<file path="src/rtl/tmr_pkg.sv">
package tmr_pkg;

    typedef enum logic [0:0] {
        SRC_LOCAL = 1'b0,
        SRC_EXT   = 1'b1
    } en_src_e;

    typedef struct packed {
        logic flag;
    } flag_st_t;

endpackage

</file>
<file path="src/rtl/tmr_en_sel.sv">
module tmr_en_sel
    import tmr_pkg::*;
(
    input  logic run_en,
    input  logic slave_mode,
    input  logic sync_in,
    output logic cnt_en,
    output logic sync_out
);

    en_src_e src;

    always_comb begin
        src = slave_mode ? SRC_EXT : SRC_LOCAL;
        unique case (src)
            SRC_EXT:   cnt_en = sync_in;
            default:   cnt_en = run_en;
        endcase
        sync_out = run_en;
    end

endmodule

</file>
<file path="src/rtl/tmr_main_cnt.sv">
module tmr_main_cnt #(
    parameter int CNT_W = 16
) (
    input  logic             clk,
    input  logic             rst_n,
    input  logic             cnt_en,
    input  logic             tick,
    input  logic [CNT_W-1:0] mod_val,
    output logic [CNT_W-1:0] count,
    output logic             roll_pulse,
    output logic             roll_evt
);

    localparam logic [CNT_W-1:0] CNT_ONE = {{(CNT_W-1){1'b0}}, 1'b1};

    typedef struct packed {
        logic [CNT_W-1:0] cnt;
        logic             pulse;
    } cnt_st_t;

    cnt_st_t st_d, st_q;

    always_comb begin
        st_d       = st_q;
        st_d.pulse = 1'b0;
        roll_evt   = 1'b0;
        if (!cnt_en) begin
            st_d.cnt = CNT_ONE;
        end else if (tick) begin
            if (st_q.cnt >= mod_val) begin
                st_d.cnt   = CNT_ONE;
                st_d.pulse = 1'b1;
                roll_evt   = 1'b1;
            end else begin
                st_d.cnt = st_q.cnt + CNT_ONE;
            end
        end
    end

    always_ff @(posedge clk or negedge rst_n) begin
        if (!rst_n) begin
            st_q <= '{cnt: CNT_ONE, pulse: 1'b0};
        end else begin
            st_q <= st_d;
        end
    end

    assign count      = st_q.cnt;
    assign roll_pulse = st_q.pulse;

    // the counter never holds zero
    assert_never_zero_R1: assert property (@(posedge clk) disable iff (!rst_n)
        st_q.cnt != '0);

    // an enabled tick below the limit steps by one
    assert_step_R1: assert property (@(posedge clk) disable iff (!rst_n)
        (cnt_en && tick && (st_q.cnt < mod_val)) |=> (st_q.cnt == $past(st_q.cnt) + CNT_ONE));

    // the pulse appears only together with a restarted count
    assert_restart_R2: assert property (@(posedge clk) disable iff (!rst_n)
        st_q.pulse |-> (st_q.cnt == CNT_ONE));

    // a low enable parks the counter at one, without a pulse
    assert_idle_R8: assert property (@(posedge clk) disable iff (!rst_n)
        !cnt_en |=> (st_q.cnt == CNT_ONE) && !st_q.pulse);

    // no tick, no motion
    assert_hold_R10: assert property (@(posedge clk) disable iff (!rst_n)
        (cnt_en && !tick) |=> ($stable(st_q.cnt) && !st_q.pulse));

endmodule

</file>
<file path="src/rtl/tmr_flag.sv">
module tmr_flag
    import tmr_pkg::*;
(
    input  logic clk,
    input  logic rst_n,
    input  logic roll_evt,
    input  logic flag_clr,
    input  logic irq_en,
    output logic flag,
    output logic irq
);

    flag_st_t st_d, st_q;

    always_comb begin
        st_d = st_q;
        if (roll_evt) begin
            st_d.flag = 1'b1;
        end else if (flag_clr) begin
            st_d.flag = 1'b0;
        end
    end

    always_ff @(posedge clk or negedge rst_n) begin
        if (!rst_n) begin
            st_q <= '{flag: 1'b0};
        end else begin
            st_q <= st_d;
        end
    end

    assign flag = st_q.flag;
    assign irq  = st_q.flag & irq_en;

    // the flag holds until a clear is requested
    assert_sticky_R3: assert property (@(posedge clk) disable iff (!rst_n)
        (st_q.flag && !flag_clr) |=> st_q.flag);

    // a clear with no rollover drops the flag
    assert_clear_R3: assert property (@(posedge clk) disable iff (!rst_n)
        (flag_clr && !roll_evt) |=> !st_q.flag);

    // a rollover sets the flag even against a clear
    assert_set_wins_R4: assert property (@(posedge clk) disable iff (!rst_n)
        roll_evt |=> st_q.flag);

endmodule

</file>
<file path="src/rtl/modcnt_timer.sv">
module modcnt_timer #(
    parameter int CNT_W = 16
) (
    input  logic             clk,
    input  logic             rst_n,
    input  logic [CNT_W-1:0] mod_val,
    input  logic             run_en,
    input  logic             slave_mode,
    input  logic             irq_en,
    input  logic             flag_clr,
    input  logic             tick,
    input  logic             sync_in,
    output logic [CNT_W-1:0] count,
    output logic             roll_pulse,
    output logic             flag,
    output logic             irq,
    output logic             sync_out
);

    logic cnt_en;
    logic roll_evt;

    tmr_en_sel u_en_sel (
        .run_en     (run_en),
        .slave_mode (slave_mode),
        .sync_in    (sync_in),
        .cnt_en     (cnt_en),
        .sync_out   (sync_out)
    );

    tmr_main_cnt #(.CNT_W(CNT_W)) u_main_cnt (
        .clk        (clk),
        .rst_n      (rst_n),
        .cnt_en     (cnt_en),
        .tick       (tick),
        .mod_val    (mod_val),
        .count      (count),
        .roll_pulse (roll_pulse),
        .roll_evt   (roll_evt)
    );

    tmr_flag u_flag (
        .clk      (clk),
        .rst_n    (rst_n),
        .roll_evt (roll_evt),
        .flag_clr (flag_clr),
        .irq_en   (irq_en),
        .flag     (flag),
        .irq      (irq)
    );

    // the flag is up whenever a pulse is out
    assert_pulse_flag_R3: assert property (@(posedge clk) disable iff (!rst_n)
        roll_pulse |-> flag);

    // a follower with its sync line low stays parked at one
    assert_follower_park_R6: assert property (@(posedge clk) disable iff (!rst_n)
        (slave_mode && !sync_in) |=> (count == CNT_W'(1)) && !roll_pulse);

    // a leader with its run bit low stays parked at one
    assert_leader_park_R6: assert property (@(posedge clk) disable iff (!rst_n)
        (!slave_mode && !run_en) |=> (count == CNT_W'(1)) && !roll_pulse);

endmodule

</file>
<file path="config.mk">
export PLATFORM = sky130hd
export DESIGN_NAME = modcnt_timer
export DESIGN_NICKNAME = d
export VERILOG_FILES = /design/src/rtl/tmr_pkg.sv /design/src/rtl/tmr_en_sel.sv /design/src/rtl/tmr_main_cnt.sv /design/src/rtl/tmr_flag.sv /design/src/rtl/modcnt_timer.sv
export SDC_FILE = /design/constraint.sdc
export NUM_CORES = 1
export LEC_CHECK = 0
export CAP_MARGIN = 20
export CORE_MARGIN = 2
export CORE_UTILIZATION = 35
export CTS_BUF_LIST = sky130_fd_sc_hd__clkbuf_2 sky130_fd_sc_hd__clkbuf_4 sky130_fd_sc_hd__clkbuf_8
export DETAILED_ROUTE_END_ITERATION = 6
export PLACE_DENSITY_LB_ADDON = 0.1
export SYNTH_ARGS = -nofsm -noshare
export SYNTH_HDL_FRONTEND = slang
export SYNTH_HIERARCHICAL = 1
export SYNTH_SLANG_ARGS = --single-unit
</file>
<file path="constraint.sdc">
create_clock -name clk -period 2.72 [get_ports clk]
set_input_delay 0.544 -clock clk [delete_from_list [all_inputs] [get_ports clk]]
set_output_delay 0.544 -clock clk [all_outputs]
set_load 0.01 [all_outputs]
</file>
* Word-level counts from Yosys, hierarchy flattened
Index checks and enable logic that the tools add are counted.
** Word-level totals
- Bits in registers :: 18
- Output and inout port bits :: 20
- Input port bits :: 24
- Logic and storage cells :: 19
** Operators by class
- Mux-type cells :: 11
- Equality and inequality tests :: 1
- Reduce and logical (&&, ||, !) cells :: 1
- $lt $le $gt $ge :: 1
- $add $sub $neg :: 1
- Bitwise logic cells :: 1
** Operator list (count)
- 16-bit 2-to-1 mux :: 2
- 17-bit 2-to-1 mux :: 1
- 16-bit by 1-bit adder with 16-bit output (second input constant) :: 1
- 16-bit greater-or-equal comparator :: 1
- 1-bit 2-to-1 mux :: 8
- 2-bit inequality test (second input constant) :: 1
- 2-bit nonzero test :: 1
- 1-bit bitwise AND :: 1

* Logic depth before layout (Yosys ltp)
- Word-level depth :: 5
- Gate-level depth with buffers :: 8
- Gate-level depth less buffers :: 7

* Cells and area by module
The synthesis kept the hierarchy.
** Modules (own cells, without submodules)
- tmr_main_cnt :: area each 1395.1 um2, cells an instance 162, seq. area each 426.7 um2, times used 1
- tmr_flag :: area each 42.5 um2, cells an instance 4, seq. area each 25.0 um2, times used 1
- tmr_en_sel :: area each 22.5 um2, cells an instance 2, seq. area each 0.0 um2, times used 1

* Worst setup path after synthesis
OpenSTA, ideal clock, no wires.
- Kind :: register -> register
- Start :: reg u_main_cnt.st_q (netlist bit u_main_cnt/count[0])
- End :: reg u_main_cnt.st_q (netlist bit u_main_cnt/count[3])
- Cell stages (with the launch flop) :: 9
- Data required time :: 2.638 ns
- Slack :: 0.422 ns
- Setup time :: 0.082 ns
- Clock period less this slack :: 2.298 ns
- Path buffers :: 1
- Data arrival time :: 2.216 ns
- Cell sequence :: dfstp_2 -> inv_1 -> ha_1 -> nand2b_4 -> a2111o_1 -> a311oi_4 -> buf_6 -> nand3b_1 -> a31oi_1
** Between the ends
- Longest elaborated chain between the ends :: 4
- Elaborated cells on any way between the ends :: 5
- Classes of those cells :: 1 x add/sub; 1 x order compare; 3 x mux
** RTL lines
- start, declared :: line tmr_main_cnt.sv:21 : cnt_st_t st_d, st_q;
- start signal, assigned :: line tmr_main_cnt.sv:42 : st_q <= '{cnt: CNT_ONE, pulse: 1'b0};
- start signal, assigned :: line tmr_main_cnt.sv:44 : st_q <= st_d;
- 16-bit by 1-bit adder with 16-bit output / 16-bit greater-or-equal comparator (equally long branches) :: line tmr_main_cnt.sv:35, tmr_main_cnt.sv:30
- 16-bit 2-to-1 mux * :: line tmr_main_cnt.sv:30 : if (st_q.cnt >= mod_val) begin
- 17-bit 2-to-1 mux * :: line tmr_main_cnt.sv:29 : end else if (tick) begin
- 16-bit 2-to-1 mux * :: line tmr_main_cnt.sv:27 : if (!cnt_en) begin
Every way passes the cells marked *; elsewhere a longest branch is shown, timed or not. The select of a mux whose other input is x is not followed.
A chain may end at the register's enable or synchronous reset.

* Final worst setup path
- Start :: in mod_val[15]
- End :: reg u_main_cnt.st_q (netlist bit u_main_cnt/count[1])
** Between the ends
- Longest elaborated chain between the ends :: 4
** RTL lines
- start, declared :: line modcnt_timer.sv:6 : input logic [CNT_W-1:0] mod_val,
- 16-bit greater-or-equal comparator :: line tmr_main_cnt.sv:30
- 16-bit 2-to-1 mux :: line tmr_main_cnt.sv:30
- 17-bit 2-to-1 mux :: line tmr_main_cnt.sv:29
- 16-bit 2-to-1 mux :: line tmr_main_cnt.sv:27
Every way passes these cells. The select of a mux whose other input is x is not followed.

==> metrics.md <==
| Metric | Value |
|---|---|
| Final layout net count | between 200 and 300 |
| Clock Power Share | ~30% |
| Crit-path max cell delay | ~0.45 ns |
| WHS Endpoint | u_flag/flag$_DFFE_PN0P_ |
| Hold path start | u_flag/flag$_DFFE_PN0P_ |
| Overall routing resource usage | between 10% and 20% |
| Layout cells sized above 1 | under 10% |
| WL/cell | between 10 and 15 um |
| Hpwl dp | ~3000 um |
| Place WS | -0.0663 ns |
| P_int | between 0.0005 and 0.0006 W |
| Mapped cell area | 1460 sq um |
| Share of the synthesized area in the top cell type | 29.1% |
| Syn_nets | between 200 and 250 |
| Distinct cells, synth | 37 |
| Worst hold stages | 1 |
| Crit-path cells | clkdlybuf4s50_1 -> inv_1 -> ha_1 -> nand4_1 -> nor4_2 -> buf_4 -> a311oi_4 -> buf_12 -> and2_1 -> a22o_1 |
| Critical path type | input port to flop |
| Via Count | ~1400 |
| Fin Hold WS | around 0.5 ns |
| Count leader, synth | nand2_1 |
| Power consumption | ~0.00075 W |
| Post-CTS Setup Bufs | 0 |
| Ys flop type | dfrtp_1 |
| Num rows | 23 |
| Synth async-reset ratio | 100% |
| Root buf cell | clkbuf_8 |
| Full die area | approximately 4700 sq um |
| First-pass GRT wire length | about 6200 um |
| R2r startpoint | u_main_cnt/count[0]$_DFFE_PN1P_ |
| Core area | between 4000 and 5000 sq um |
| Gpl congestion | between 0.7 and 0.8 |
| PwrDens | between 300 and 400 nW/um^2 |
| Commonest cells in the netlist | 19 x nand2_1, 18 x a31oi_1, 18 x inv_1, 17 x dfrtp_1, 17 x ha_1 |
| Final WL | between 3000 and 4000 um |
| Worst-Margin Slew | between 0.8 and 0.9 ns |
| First-pass iteration count of the detailed router | 4 |
| Leak | roughly 0.92 nW |
| Area leader, netlist | dfrtp_1 |
| Synth top area cells | dfrtp_1 29%, ha_1 15%, a31oi_1 7.7%, nand2_1 4.9%, inv_1 4.6% |
| Avg Vias per Cell | roughly 5.3 |
| Fin. max-slew vios | 0 |
| Max FO, Critical Path | 26 |
| Post-CTS Resized | 0 |
| Final setup violation count | 0 |
| CTS buffer count | 3 |
| Area Overhead vs Synth | 38.1% |
| Slew HR | 45.4% |
| Hold Buf Count CTS | 0 |
| Cell count of the worst reg-to-reg path | 8 |
| Ports | 44 |
| Worst hold path class | flop to flop |
| Largest net degree at the start of global routing | 27 |
| Net Sw Power | between 0.0002 and 0.00025 W |
| Drt initial violations | 76 |
| Tcrit/Tclk final | approximately 93% |
| R2R Setup Slk | ~0.34 ns |
| RSZ-0062 raised after global routing | no |
| Reg power frac | a little over two fifths |
| Initial Util | around 37% |
| Sw Share | about 30% |
| Avg Inst Size Synth | about 8.7 sq um |
| Required @ worst endpoint | 2.87 ns |
| Flops & latches, synth | 18 |
| EDFF count, synth | 0 |
| Combinational power share | 28.2% |
| Clk buf depth | 2 |
| Worst Path Arrival | ~2.7 ns |
| Sequential area share after synthesis | between 30% and 40% |
| Startpoint types | input port |
| Ant diodes | 0 |
| Die Y | slightly below 70 um |
| H-tree levels | 1 |
| CP Capture Type | flop |
| Post-route ant nets | 0 |
| Max Fclk | 397 MHz |
| Sink Count | 18 |
| Vias in the first global route | between 1000 and 1500 |
| Worst Skew | ~0.0065 ns |
| Reg clk slew, reported paths | roughly 0.070 ns |
| Fin. Hold Viols | 0 |
| Setup TNS | 0 ns |
| Max Cap Viol | 0 |
| Status | finished, final reports clean |
| Final Core Density | roughly half |
| PnR worst setup slack | approximately 0.2 ns |
| Overflow after GRT | 0 |
| Gate Count Post-Synth | 168 |
| Port Buf Inserts | between 40 and 50 |
| Min Tclk post-route | about 2.5 ns |
| Synth warn | 6 |
| Clk_lat worst skew | 0.26 ns |
| Residual DRC | 0 |
| IR drop worst, VDD | ~0.23 mV |
| CP max-delay cell | clkdlybuf4s50_1 |
| CTS tree | yes |
| Reg2reg end | u_main_cnt/count[3]$_DFFE_PN0P_ |
| Antenna violations before repair | 0 |
| CP top delay family | buffers and inverters |
| Critical path buffer and inverter count | 4 |
| Die Wd | roughly 70 um |
## through the flow
| stage | cells | cell area, sq um |
|---|---|---|
| final | 262 | 2020 |
| after global placement | 258 | 1960 |
| after floorplan | 168 | 1460 |
| after global routing | 262 | 2020 |
| after detailed placement | 258 | 1960 |
| after CTS | 262 | 2020 |
## power groups by stage
stage	logic (W)	registers (W)	clock network [W]
2_1_floorplan	0.000103	0.000318	0
3_3_place_gp	0.000205	0.000319	0
3_5_place_dp	0.000211	0.000317	0
4_1_cts	0.000214	0.000312	0.000235
5_1_grt	0.000233	0.000316	0.000244
6_report	0.000211	0.000313	0.000224
## placed cells by master, fill, tap and decap left out, types with 2 or more instances in the layout
cell	Yosys	final
nor4_1	2	2
and2_1	5	5
clkbuf_8	0	4
a21o_1	2	2
nand4_1	4	4
nor3_1	4	4
buf_4	1	2
a31oi_1	18	18
nand2_1	19	19
a21oi_1	5	5
nand2b_1	2	2
ha_1	17	17
o211ai_1	4	4
a22o_1	2	2
and3_1	4	4
buf_12	0	2
nand3_1	9	9
clkdlybuf4s50_1	0	43
nor2_1	3	3
inv_1	18	18
o21ai_0	4	4
nand3b_1	6	6
a41oi_1	3	3
dfrtp_1	17	17
## kinds of logic (layout without fill, tap and decap cells)
| logic type | count (synthesis) | in the layout | share of synthesized area, % |
|---|---|---|---|
| buffers and inverters | 25 | 69 | 7.80 |
| AO/OA/AOI/OAI | 44 | 44 | 21.9 |
| adder cells (fa/ha/maj) | 17 | 17 | 14.6 |
| AND/OR/NAND/NOR | 63 | 63 | 23.7 |
| multiplexers | 1 | 1 | 1.03 |
| flip-flops | 18 | 18 | 30.9 |
## metal layers
| layer | up-vias | GRT usage [%] | wire length [um] |
|---|---|---|---|
| met2 | 43 | 32.1 | 1870 |
| met4 | 0 | 7.75 | 31 |
| li1 | 717 | - | - |
| met3 | 2 | 1.95 | 165 |
| met5 | - | 0 | 0 |
| met1 | 636 | 21.4 | 1800 |
## worst max path at each step
| stage | from | to | slack, ns | depth (start not counted) |
|---|---|---|---|---|
| global route | mod_val[15] | u_main_cnt/count[1]$_DFFE_PN0P_ | 0.12 | 10 |
| CTS | mod_val[15] | u_main_cnt/count[1]$_DFFE_PN0P_ | 0.20 | 10 |
| floorplan | u_main_cnt/count[0]$_DFFE_PN1P_ | u_main_cnt/count[3]$_DFFE_PN0P_ | 0.42 | 8 |
| finish | mod_val[15] | u_main_cnt/count[1]$_DFFE_PN0P_ | 0.20 | 10 |
| global placement | mod_val[15] | u_main_cnt/count[1]$_DFFE_PN0P_ | 0.03 | 10 |
| detailed placement | mod_val[15] | u_main_cnt/count[1]$_DFFE_PN0P_ | -0.07 | 10 |
## flip-flops by register name (all words and copies together) (netlist names)
signal	cells
u_flag/flag	1
u_main_cnt/count	16
u_main_cnt/roll_pulse	1
## cell type report
type,count,area (sq um)
clock buffers,4,55.1
inverters,18,67.6
well taps,50,62.6
repair buffers,47,485
multi-input cells,125,895
flip-flops and latches,18,452
fillers,385,1980
## worst register-to-register path: cells and delay by family, from the launching register on
kind	cells	cell delay (ns)
flip-flops	1	0.58
AO/OA/AOI/OAI	3	0.94
buffers and inverters	2	0.26
adder cells (fa/ha/maj)	1	0.26
AND/OR/NAND/NOR	2	0.25
(Power assumes the default switching activity.)
